--- config.mk ---
export PLATFORM = sky130hd
export DESIGN_NAME = rfPicker
export DESIGN_NICKNAME = d
export VERILOG_FILES = /design/src/rtl/rfPickPkg.sv /design/src/rtl/rfPickDatapath.sv /design/src/rtl/rfPickControl.sv /design/src/rtl/rfPicker.sv
export SDC_FILE = /design/constraint.sdc
export NUM_CORES = 1
export LEC_CHECK = 0
export BUFFER_PORTS_ARGS = -buffer_cell sky130_fd_sc_hd__buf_2
export CORE_ASPECT_RATIO = 1.2
export CORE_MARGIN = 3
export CORE_UTILIZATION = 40
export CTS_CLUSTER_SIZE = 16
export DETAILED_ROUTE_END_ITERATION = 12
export GPL_TIMING_DRIVEN = 0
export HOLD_SLACK_MARGIN = 0.08
export PLACE_DENSITY = 0.66
export SLEW_MARGIN = 20
export SYNTH_ARGS = -nofsm -noshare
export SYNTH_HDL_FRONTEND = slang
export SYNTH_SLANG_ARGS = --single-unit
--- constraint.sdc ---
create_clock -name clk -period 5.2 [get_ports clk]
set_input_delay 0.26 -clock clk [delete_from_list [all_inputs] [get_ports clk]]
set_output_delay 0.26 -clock clk [all_outputs]
set_load 0.1 [all_outputs]
--- src/rtl/rfPickPkg.sv ---
package rfPickPkg;

  // strobes from control to datapath: which candidate class drives the index
  typedef struct packed {
    logic loadIdx;
    logic takeSingle;
    logic takePref;
    logic takeOther;
    logic takeEarly;
  } pickStrobeT;

  // summary flags from datapath to control
  typedef struct packed {
    logic singleMode;
    logic soleAvail;
    logic anyPref;
    logic anyOther;
    logic anyEarly;
  } pickStatusT;

endpackage

--- src/rtl/rfPickDatapath.sv ---
module rfPickDatapath
  import rfPickPkg::*;
#(
  parameter int N      = 8,
  parameter int RANK_W = 1,
  parameter int BANK_W = 2,
  parameter int ROW_W  = 8
) (
  input  logic                                   clk,
  input  logic                                   rstN,
  input  logic [N-1:0]                           entValid,
  input  logic [N*RANK_W-1:0]                    entRank,
  input  logic [N*BANK_W-1:0]                    entBank,
  input  logic [N*ROW_W-1:0]                     entRow,
  input  logic [(1<<(RANK_W+BANK_W))-1:0]        openValid,
  input  logic [(1<<(RANK_W+BANK_W))*ROW_W-1:0]  openRow,
  input  logic [(1<<RANK_W)-1:0]                 rankAvail,
  input  logic [RANK_W-1:0]                      lastRank,
  input  logic                                   dirSwitched,
  input  logic [(1<<(RANK_W+BANK_W))-1:0]        earlyMask,
  input  pickStrobeT                             strobe,
  output pickStatusT                             status,
  output logic [((N > 1) ? $clog2(N) : 1)-1:0]   pickIdx
);

  localparam int IW    = (N > 1) ? $clog2(N) : 1;
  localparam int BID_W = RANK_W + BANK_W;
  localparam int NBID  = 1 << BID_W;

  // per-bank open row, unpacked for indexing by flattened id
  logic [ROW_W-1:0] rowOfBank [NBID];
  for (genvar b = 0; b < NBID; b++) begin : g_bank
    assign rowOfBank[b] = openRow[b*ROW_W +: ROW_W];
  end

  logic [N-1:0] eligible;
  logic [N-1:0] prefHit;
  logic [N-1:0] otherHit;
  logic [N-1:0] earlyOk;

  for (genvar i = 0; i < N; i++) begin : g_ent
    logic [RANK_W-1:0] rk;
    logic [BANK_W-1:0] bk;
    logic [ROW_W-1:0]  rw;
    logic [BID_W-1:0]  bid;
    logic              isHit;
    assign rk  = entRank[i*RANK_W +: RANK_W];
    assign bk  = entBank[i*BANK_W +: BANK_W];
    assign rw  = entRow[i*ROW_W +: ROW_W];
    // concatenation equals rank * banks-per-rank + bank (power-of-two banks)
    assign bid = {rk, bk};
    assign isHit       = openValid[bid] && (rowOfBank[bid] == rw);
    assign eligible[i] = entValid[i] && rankAvail[rk];
    assign prefHit[i]  = eligible[i] && isHit && ((rk == lastRank) || dirSwitched);
    assign otherHit[i] = eligible[i] && isHit;
    assign earlyOk[i]  = eligible[i] && earlyMask[bid];
  end

  function automatic logic [IW-1:0] firstSet(input logic [N-1:0] v);
    logic [IW-1:0] r;
    r = '0;
    for (int k = N - 1; k >= 0; k--) begin
      if (v[k]) r = IW'(k);
    end
    return r;
  endfunction

  logic [IW-1:0] soleIdx, prefIdx, otherIdx, earlyIdx;
  assign soleIdx  = firstSet(entValid);
  assign prefIdx  = firstSet(prefHit);
  assign otherIdx = firstSet(otherHit);
  assign earlyIdx = firstSet(earlyOk);

  assign status.singleMode = ($countones(entValid) == 1);
  assign status.soleAvail  = eligible[soleIdx];
  assign status.anyPref    = |prefHit;
  assign status.anyOther   = |otherHit;
  assign status.anyEarly   = |earlyOk;

  logic [IW-1:0] chosenIdx;
  always_comb begin
    chosenIdx = '0;
    unique case (1'b1)
      strobe.takeSingle: chosenIdx = soleIdx;
      strobe.takePref:   chosenIdx = prefIdx;
      strobe.takeOther:  chosenIdx = otherIdx;
      strobe.takeEarly:  chosenIdx = earlyIdx;
      default:           chosenIdx = '0;
    endcase
  end

  logic [IW-1:0] heldIdx;
  always_ff @(posedge clk or negedge rstN) begin
    if (!rstN) begin
      heldIdx <= '0;
    end else if (strobe.loadIdx) begin
      heldIdx <= chosenIdx;
    end
  end

  assign pickIdx = strobe.loadIdx ? chosenIdx : heldIdx;

endmodule

--- src/rtl/rfPickControl.sv ---
module rfPickControl
  import rfPickPkg::*;
(
  input  pickStatusT status,
  output pickStrobeT strobe,
  output logic       pickFound
);

  always_comb begin
    strobe = '0;
    if (status.singleMode) begin
      strobe.takeSingle = status.soleAvail;
    end else if (status.anyPref) begin
      strobe.takePref = 1'b1;
    end else if (status.anyOther) begin
      strobe.takeOther = 1'b1;
    end else if (status.anyEarly) begin
      strobe.takeEarly = 1'b1;
    end
    strobe.loadIdx = strobe.takeSingle | strobe.takePref |
                     strobe.takeOther  | strobe.takeEarly;
  end

  assign pickFound = strobe.loadIdx;

endmodule

--- src/rtl/rfPicker.sv ---
module rfPicker
  import rfPickPkg::*;
#(
  parameter int N      = 8,
  parameter int RANK_W = 1,
  parameter int BANK_W = 2,
  parameter int ROW_W  = 8
) (
  input  logic                                   clk,
  input  logic                                   rstN,
  input  logic [N-1:0]                           entValid,
  input  logic [N*RANK_W-1:0]                    entRank,
  input  logic [N*BANK_W-1:0]                    entBank,
  input  logic [N*ROW_W-1:0]                     entRow,
  input  logic [(1<<(RANK_W+BANK_W))-1:0]        openValid,
  input  logic [(1<<(RANK_W+BANK_W))*ROW_W-1:0]  openRow,
  input  logic [(1<<RANK_W)-1:0]                 rankAvail,
  input  logic [RANK_W-1:0]                      lastRank,
  input  logic                                   dirSwitched,
  input  logic [(1<<(RANK_W+BANK_W))-1:0]        earlyMask,
  output logic                                   pickFound,
  output logic [((N > 1) ? $clog2(N) : 1)-1:0]   pickIdx
);

  pickStrobeT strobe;
  pickStatusT status;

  rfPickDatapath #(
    .N(N), .RANK_W(RANK_W), .BANK_W(BANK_W), .ROW_W(ROW_W)
  ) u_dp (
    .clk(clk), .rstN(rstN),
    .entValid(entValid), .entRank(entRank), .entBank(entBank), .entRow(entRow),
    .openValid(openValid), .openRow(openRow), .rankAvail(rankAvail),
    .lastRank(lastRank), .dirSwitched(dirSwitched), .earlyMask(earlyMask),
    .strobe(strobe), .status(status), .pickIdx(pickIdx)
  );

  rfPickControl u_ctl (
    .status(status), .strobe(strobe), .pickFound(pickFound)
  );

endmodule

==> results of run 1 <==
-- layout make-up --
class / instances / area [um2] / share of cell area
Buffer: 55 / 317.8 / 0.03741
Inverter: 19 / 71.32 / 0.008396
Timing Repair Buffer: 166 / 835.8 / 0.09839
Clock buffer: 4 / 78.83 / 0.009280
Sequential cell: 3 / 75.07 / 0.008838
Multi-Input combinational cell: 635 / 6840 / 0.8053
Tap cell: 220 / 275.3 / 0.03241
-- cell usage in the layout, fill, tap and decap left out, types with 10 or more instances in the layout --
master / netlist / routed
buf_2: 27 / 192
mux4_2: 113 / 113
mux2i_1: 72 / 72
mux2_2: 55 / 55
xor2_1: 41 / 41
nand2_1: 33 / 33
o22ai_1: 26 / 26
nor2_1: 24 / 24
o21ai_0: 22 / 22
inv_1: 18 / 18
nand3_1: 17 / 17
a21oi_1: 17 / 17
clkbuf_1: 15 / 16
or3_1: 11 / 11
nand4_1: 11 / 11
nor2b_1: 11 / 11
xnor2_1: 10 / 10
nor3_1: 10 / 10
-- synth_stat cells (15+ instances only) --
cell / count
mux4_2: 113
mux2i_1: 72
mux2_2: 55
xor2_1: 41
nand2_1: 33
buf_2: 27
o22ai_1: 26
nor2_1: 24
o21ai_0: 22
inv_1: 18
a21oi_1: 17
nand3_1: 17
clkbuf_1: 15
-- layer usage --
metal  GRT usage  up-vias  wire (um)
li1            -     3314          -
met1      0.3671     3669      10750
met2      0.4862      588      14600
met3     0.06463      150       3481
met4      0.1981        0       2667
met5           0        -          0
-- cell families after synthesis --
kind of cell,after synthesis,synth area share
AND/OR/NAND/NOR,179,0.1454
buffers and inverters,74,0.05339
multiplexers,254,0.5732
AO/OA/AOI/OAI,139,0.1317
flip-flops,3,0.01030
XOR/XNOR,51,0.06129
adder cells (fa/ha/maj),12,0.02472
-- power groups by stage --
| stage | sequential, mW | clock (mW) | combinational, mW |
|---|---|---|---|
| floorplan | 0.0395 | 0 | 0.722 |
| finish | 0.0415 | 0.124 | 1.07 |
| detailed placement | 0.0414 | 0 | 1.04 |
| CTS | 0.0417 | 0.127 | 1.05 |
| global route | 0.0423 | 0.128 | 1.12 |
| global placement | 0.0414 | 0 | 1.03 |
-- stage by stage --
stage | hold slack, ps | TNS (ps)
after floorplan | -35.59 | 0
after global placement | 56.17 | 0
after detailed placement | 59.43 | -72.74
after CTS | 357.8 | 0
after global routing | 371.3 | 0
final | 361.4 | 0
-- repair_timing --
item	CTS	global route
endpoints found under the hold margin	3	0
gates resized for setup	1	0
setup buffers	0	0
setup endpoints to repair	1	0
hold buffers	1	0
-- worst paths after layout --
kind,from,to,cells after the start
hold reg to reg,u_dp.heldIdx[2]$_DFF_PN0_,u_dp.heldIdx[2]$_DFF_PN0_,1
min in group clk,u_dp.heldIdx[2]$_DFF_PN0_,u_dp.heldIdx[2]$_DFF_PN0_,1
hold / removal,rstN,u_dp.heldIdx[0]$_DFF_PN0_,2
setup reg to reg,u_dp.heldIdx[1]$_DFF_PN0_,u_dp.heldIdx[1]$_DFF_PN0_,5
max in group asynchronous,rstN,u_dp.heldIdx[1]$_DFF_PN0_,2
setup / recovery,entValid[7],pickIdx[1],17
-- critical path, stage by stage --
cell and delay [ps]:
buf_2 170, inv_1 80, ha_1 280, inv_1 50, fa_1 420, inv_1 90, fa_1 420, ha_1 220
fa_1 470, nor4b_2 590, nand4_1 230, o22a_1 270, mux2_2 280, o21ai_0 70, a31oi_1 70, o21ai_1 130
buf_2 460
==> metrics.cfg, run 1 <==
[min_path]
hp-class = input pin to asynchronous set/reset pin

[flow_run]
cap_violations = 0

[die]
die_h_um = 153.9
die_width_um = 129.2
core-area_mm2 = 0.01771
io_pins = 186
die_area_mm2 = 0.01988
initial_utilization = 0.4116
std_cell_rows = 53

[global_route]
antenna_found_initial = 0
grt_pass1_vias = 7523
grt_max_degree = 11
grt_pass1_wl_um = 45140
track_usage = 0.3042
overflow = 0

[placed_design]
post-dp-hpwl_um = 25180
port-buffer-count = 165
gp_congestion = 1.023
pre_cts_slack_ps = -72.74
placed_cells = 1097
dpl-instance-area_mm2 = 0.008399

[yosys]
synth_area_leaders = mux4_2, mux2i_1, mux2_2, xor2_1, mux4_1
syn_avg_cell_area_um2 = 10.24
syn_nets = 906
ys_warn_count = 0
yosysTopAreaCell = mux4_2
ys.flop_type = dfrtp_1
synth_seq_cells = 3
yosysTopAreaCellShare = 0.3492
yosysUniqueCellTypes = 76
netlist_instances = 712
async_flop_share = 1.000
yosysSeqAreaShare = 0.01030
synth_area_mm2 = 0.007288
synth_edf_count = 0

[sta]
setup_viol = 0
worst_pin_slew_ps = 935.1
slew_viol_final = 0
fmax_ghz = 0.2070
slew_headroom = 0.3766
fin_skew_ps = 0
post-route-min-period_ps = 4832
setup_ws_ps = 368.1
fin_crit_sh = 0.9292
rsz0062_at_grt = no
finalHoldViolations = 0

[detailed_routing]
detail_route.wl_per_cell_um = 28.58
wl_um = 31500
vias_per_cell = 7.006
route.detailed.drc = 0
firstDrtPassIters = 5
final_antenna_net_count = 0
drt_iter0_drc = 809
num_vias = 7721

[power_and_ir_drop]
p_seq_frac = 0.034
p_int_uw = 568.4
p_sw_frac = 0.5387
power_density_mw_per_mm2 = 145.1
combPwrFrac = 0.866
total_power_mw = 1.232
ir_drop_mv = 0.2528
p_leak_nw = 3.426
p_sw_uw = 663.8
clkPwrFrac = 0.101

[cts]
cts.sinks = 3
cts_inserted_buffers = 3
cts_root_buf = clkbuf_16
cts_buffer_depth = 2
path_clk_slew_ps = 30
htree_levels = 1
cts_tree = built
insertion_delay_ps = 230

[cells_and_area]
n_antenna_cell = 0
regMostFlops = u_dp.heldIdx
area_growth_pct = 16.55
postLayoutCoreUtil = 0.4798
drive_above_1_share = 0.4456
fillers = 1692
layout.cells.non_filler = 1102
largest_reg_flops = 3
reg_top3 = u_dp.heldIdx: 3 flops
nets = 1077
stdcell_area_mm2 = 0.008494

[status]
status = finished, final reports clean

[setup_path]
start_kind = input pin
end_kind = output pin
worstPathArrival_ps = 4570
worstSetupPathType = input pin to output pin
critical_path_required_ps = 4940
worst-r2r-setup-slack_ps = 4120
crit_fanout = 6

No activity file was read; power rests on OpenSTA's default activity.
==> run 2, diff against run 1 <==
BUFFER_PORTS_ARGS = -buffer_cell sky130_fd_sc_hd__clkbuf_2   (was -buffer_cell sky130_fd_sc_hd__buf_2)
CTS_CLUSTER_SIZE = 25   (was 16)
==> metrics.cfg, run 2 (synthesis results as in run 1) <==
[cells_and_area]
reg_top3 = u_dp.heldIdx: 3 flops
multi_input_area_mm2 = 0.006840  ; unchanged
nets = 1077  ; unchanged
layout.cells.non_filler = 1102  ; unchanged
final-seq-area_um2 = 75.07  ; unchanged
mostFrequentLayoutCells = clkbuf_2, mux4_2, mux2i_1
n_antenna_cell = 0  ; unchanged
largest_reg_flops = 3  ; unchanged
drive_above_1_share = 0.4456  ; unchanged
regMostFlops = u_dp.heldIdx
fillers = 1692  ; unchanged
layout_commonest_cell = clkbuf_2
area_growth_pct = 16.55  ; unchanged

[cts]
cts_tree = built
path_clk_slew_ps = 30  ; about the same
cts_buffer_depth = 2  ; unchanged
cts_root_buf = clkbuf_16
htree_levels = 1  ; unchanged
insertion_delay_ps = 220  ; about the same
cts.sinks = 3  ; unchanged
cts_inserted_buffers = 3  ; unchanged

[placed_design]
gp_congestion = 1.051  ; +2.7%
pre_cts_slack_ps = -66.03  ; +6.711 ps
post-dp-hpwl_um = 25060  ; -0.48%
port-buffer-count = 165  ; unchanged
placed_cells = 1097  ; unchanged

[sta]
worst_pin_slew_ps = 935.1  ; -0.05752 ps
post-route-min-period_ps = 4871  ; +39.52 ps
fmax_ghz = 0.2053  ; -0.81%
setup_viol = 0  ; unchanged
rsz0062_at_grt = no
slew_viol_final = 0  ; unchanged
slew_headroom = 0.3766  ; about the same
setup_ws_ps = 328.6  ; -39.52 ps
fin_skew_ps = 0  ; unchanged
fin_crit_sh = 0.9368  ; +0.007600
finalHoldViolations = 0  ; unchanged

[power_and_ir_drop]
power_density_mw_per_mm2 = 144.6  ; -0.34%
total_power_mw = 1.228  ; -0.34%
ir_drop_mv = 0.2469  ; -2.3%
p_leak_nw = 3.463  ; +1.1%

[global_route]
antenna_found_initial = 1  ; +1
overflow = 0  ; unchanged
track_usage = 0.3001  ; -0.004090
grt_max_degree = 11  ; unchanged
grt_pass1_wl_um = 44980  ; -0.35%
grt_pass1_vias = 7354  ; -2.2%

[die]
die_width_um = 129.2  ; unchanged
initial_utilization = 0.4116  ; unchanged
io_pins = 186  ; unchanged
core-area_mm2 = 0.01771  ; unchanged
std_cell_rows = 53  ; unchanged
die_h_um = 153.9  ; unchanged
die_area_mm2 = 0.01988  ; unchanged

[detailed_routing]
num_vias = 7690  ; -0.40%
drt_iter0_drc = 943  ; +17%
wl_um = 31410  ; -0.29%
route.detailed.drc = 0  ; unchanged
firstDrtPassIters = 5  ; unchanged
vias_per_cell = 6.978  ; -0.40%
detail_route.wl_per_cell_um = 28.50  ; -0.29%
final_antenna_net_count = 0  ; unchanged

[status]
status = finished, final reports clean

[setup_path]
worstPathArrival_ps = 4610  ; +40 ps
crit_fanout = 7  ; +1
r2r-start = u_dp.heldIdx[1]$_DFF_PN0_
r2r_cells = 5  ; unchanged
start_kind = input pin
worst-r2r-setup-slack_ps = 4120  ; about the same
critical_path_required_ps = 4940  ; about the same
end_kind = output pin
worstSetupPathType = input pin to output pin
r2r-end = u_dp.heldIdx[1]$_DFF_PN0_

[flow_run]
cap_violations = 0  ; unchanged

[min_path]
hp-class = input pin to asynchronous set/reset pin

## run 2: final cells by class
cell class / count / share of cell area
multi-input cells: 635 / 0.8053
repair buffers: 166 / 0.09839
plain buffers: 55 / 0.03741
well taps: 220 / 0.03241
clock buffers: 4 / 0.009280
flip-flops and latches: 3 / 0.008838
inverters: 19 / 0.008396
## run 2: how the worst max path moves through the flow
stage                      from    endpoint  slack [ps]  cells past startpoint
floorplan           entValid[6]  pickIdx[2]         300                     13
global placement    entValid[7]  pickIdx[1]         -30                     17
detailed placement  entValid[7]  pickIdx[1]         -70                     17
CTS                 entValid[7]  pickIdx[1]         310                     17
global route        entValid[7]  pickIdx[1]         150                     17
finish              entValid[7]  pickIdx[1]         330                     17
## run 2: metrics by stage
stage | cell area, um2 | TNS (ps) | util | hold slack, ps
final | 8494 | 0 | 0.4798 | 373.7
after global routing | 8494 | 0 | 0.4798 | 385.3
after detailed placement | 8399 | -66.03 | 0.4744 | 64.04
after CTS | 8494 | 0 | 0.4798 | 367.2
after global placement | 8399 | -33.15 | 0.4744 | 57.55
after floorplan | 7298 | 0 | - | -35.59
## run 2: timing repair
item / CTS / global route
resized for setup: 1 / 0
hold endpoints to repair: 3 / 0
hold buffers: 1 / 0
setup buffers: 0 / 0
setup endpoints to repair: 1 / 0
## run 2: routing by layer
layer	share of wire	track usage	routed length (um)
met5	0	0	0
met4	0.069	0.1601	2164
met1	0.35	0.3813	10940
met3	0.12	0.06150	3638
met2	0.47	0.4773	14660
## run 2: report_power, final
group | switching (mW) | internal (mW) | leakage, nW | total [mW]
clock | 0.0210 | 0.101 | 0.0382 | 0.122
sequential | 0.00663 | 0.0353 | 0.0343 | 0.0419
combinational | 0.634 | 0.430 | 3.39 | 1.06
## run 2: worst max-delay path, stage by stage
cell and delay, ps:
clkbuf_2 170, inv_1 90, ha_1 270, inv_1 50, fa_1 430, inv_1 90
fa_1 420, ha_1 220, fa_1 470, or4b_2 610, clkbuf_1 190, o22a_1 280
mux2_2 280, o21ai_0 70, a31oi_1 70, o21ai_1 130, clkbuf_2 490
==> run 3, diff against run 2 <==
SETUP_SLACK_MARGIN = 0.4   (was default)
==> metrics.cfg, run 3 (synthesis results as in run 1) <==
[sta]
worst_pin_slew_ps = 1006  ; +71.32 ps
setup_viol = 0  ; unchanged
fin_skew_ps = 0  ; unchanged
fin_crit_sh = 0.8830  ; -0.05381
slew_viol_final = 0  ; unchanged
finalHoldViolations = 0  ; unchanged
slew_headroom = 0.3117  ; -0.06490
rsz0062_at_grt = no
post-route-min-period_ps = 4592  ; -279.8 ps
fmax_ghz = 0.2178  ; +6.1%

[power_and_ir_drop]
ir_drop_mv = 0.3490  ; +41%
p_leak_nw = 3.477  ; +0.40%
power_density_mw_per_mm2 = 148.0  ; +2.3%
total_power_mw = 1.263  ; +2.8%

[cells_and_area]
postLayoutCoreUtil = 0.4821  ; +0.002332
regMostFlops = u_dp.heldIdx
reg_top3 = u_dp.heldIdx: 3 flops
area_growth_pct = 17.12
nets = 1078  ; +0.093%
n_antenna_cell = 0  ; unchanged
layout.cells.non_filler = 1103  ; +0.091%
layout_commonest_cell = clkbuf_2
mostFrequentLayoutCells = clkbuf_2, mux4_2, mux2i_1
largest_reg_flops = 3  ; unchanged
fillers = 1711  ; +1.1%
drive_above_1_share = 0.4496  ; +0.004025

[die]
die_area_mm2 = 0.01988  ; unchanged
core-area_mm2 = 0.01771  ; unchanged
std_cell_rows = 53  ; unchanged
initial_utilization = 0.4116  ; unchanged
die_h_um = 153.9  ; unchanged
io_pins = 186  ; unchanged
die_width_um = 129.2  ; unchanged

[setup_path]
r2r-start = u_dp.heldIdx[1]$_DFF_PN0_
worstPathArrival_ps = 4330  ; -280 ps
crit_fanout = 7  ; unchanged
end_kind = output pin
critPathLaunch = entValid[7]
worstSetupPathType = input pin to output pin
r2r_cells = 6  ; +1
critical_path_required_ps = 4940  ; about the same
start_kind = input pin

[global_route]
grt_max_degree = 11  ; unchanged
antenna_found_initial = 0  ; -1
track_usage = 0.3029  ; +0.002709
grt_pass1_vias = 7473  ; +1.6%
overflow = 0  ; unchanged
grt_pass1_wl_um = 45350  ; +0.81%

[detailed_routing]
wl_um = 31330  ; -0.23%
drt_iter0_drc = 736  ; -22%
firstDrtPassIters = 5  ; unchanged
detail_route.wl_per_cell_um = 28.41  ; -0.32%
route.detailed.drc = 0  ; unchanged
num_vias = 7683  ; -0.091%
vias_per_cell = 6.966  ; -0.18%
final_antenna_net_count = 0  ; unchanged

[cts]
htree_levels = 1  ; unchanged
cts_root_buf = clkbuf_16
path_clk_slew_ps = 30  ; about the same
cts_buffer_depth = 2  ; unchanged
cts.sinks = 3  ; unchanged
insertion_delay_ps = 220  ; about the same
cts_tree = built
cts_inserted_buffers = 3  ; unchanged

[flow_run]
cap_violations = 0  ; unchanged

[placed_design]
placed_cells = 1097  ; unchanged
post-dp-hpwl_um = 25100  ; +0.15%
gp_congestion = 1.044  ; -0.68%
port-buffer-count = 165  ; unchanged

[status]
status = finished, final reports clean

[min_path]
hp-class = input pin to asynchronous set/reset pin

run 3: metal layers:
layer / part of all wire / vias to the layer above / GRT usage
li1: - / 3317 / -
met1: 0.36 / 3687 / 0.3844
met2: 0.48 / 566 / 0.4978
met3: 0.10 / 113 / 0.04517
met4: 0.062 / 0 / 0.1536
met5: 0 / - / 0
run 3: power breakdown:
| part | total, mW | leakage (nW) | internal, mW | switching, mW |
|---|---|---|---|---|
| Sequential | 0.0423 | 0.0343 | 0.0354 | 0.00692 |
| Clock | 0.123 | 0.0382 | 0.101 | 0.0214 |
| Combinational | 1.10 | 3.40 | 0.457 | 0.641 |
| Total | 1.26 | 3.48 | 0.593 | 0.669 |
run 3: worst paths after layout:
| path | to | slack, ps |
|---|---|---|
| setup reg to reg | u_dp.heldIdx[1]$_DFF_PN0_ | 4000 |
| hold / removal | u_dp.heldIdx[1]$_DFF_PN0_ | 370 |
| hold reg to reg | u_dp.heldIdx[0]$_DFF_PN0_ | 510 |
| min in group clk | u_dp.heldIdx[0]$_DFF_PN0_ | 510 |
| max in group asynchronous | u_dp.heldIdx[0]$_DFF_PN0_ | 4720 |
| setup / recovery | pickIdx[1] | 610 |
run 3: stage by stage:
| step | hold WS (ps) | TNS, ps | setup slack [ps] | instance area [um2] |
|---|---|---|---|---|
| final | 368.6 | 0 | 608.4 | 8536 |
| after global routing | 391.1 | 0 | 440.6 | 8536 |
| after CTS | 366.6 | 0 | 422.7 | 8521 |
| after detailed placement | 61.49 | -98.59 | -98.59 | 8412 |
| after global placement | 57.33 | -15.14 | -15.14 | 8412 |
| after floorplan | -35.59 | 0 | 319.8 | 7311 |
run 3: final cells by class:
| class | count | area (um2) | share of cell area |
|---|---|---|---|
| clock buffers | 4 | 78.83 | 0.009235 |
| inverters | 19 | 71.32 | 0.008355 |
| flip-flops and latches | 3 | 75.07 | 0.008795 |
| well taps | 220 | 275.3 | 0.03225 |
| repair buffers | 167 | 852.1 | 0.09982 |
| plain buffers | 55 | 319.1 | 0.03738 |
| multi-input cells | 635 | 6864 | 0.8042 |
run 3: critical path: stages:
cell and delay [ps]:
buf_2 180, inv_1 80, ha_1 280, inv_1 50
fa_1 420, inv_1 90, fa_1 420, ha_1 220
fa_2 450, or4b_2 610, buf_2 170, o22a_1 250
mux2_2 270, o21ai_0 80, a31oi_1 70, o21ai_1 150
buf_6 260
run 3: what timing repair did:
action / CTS / global route
setup endpoints to repair: 4 / 3
buffers inserted: 0 / 1
hold buffers: 1 / 0
hold endpoints to repair: 3 / 0
gates resized for setup: 4 / 8
pin swaps: 0 / 0
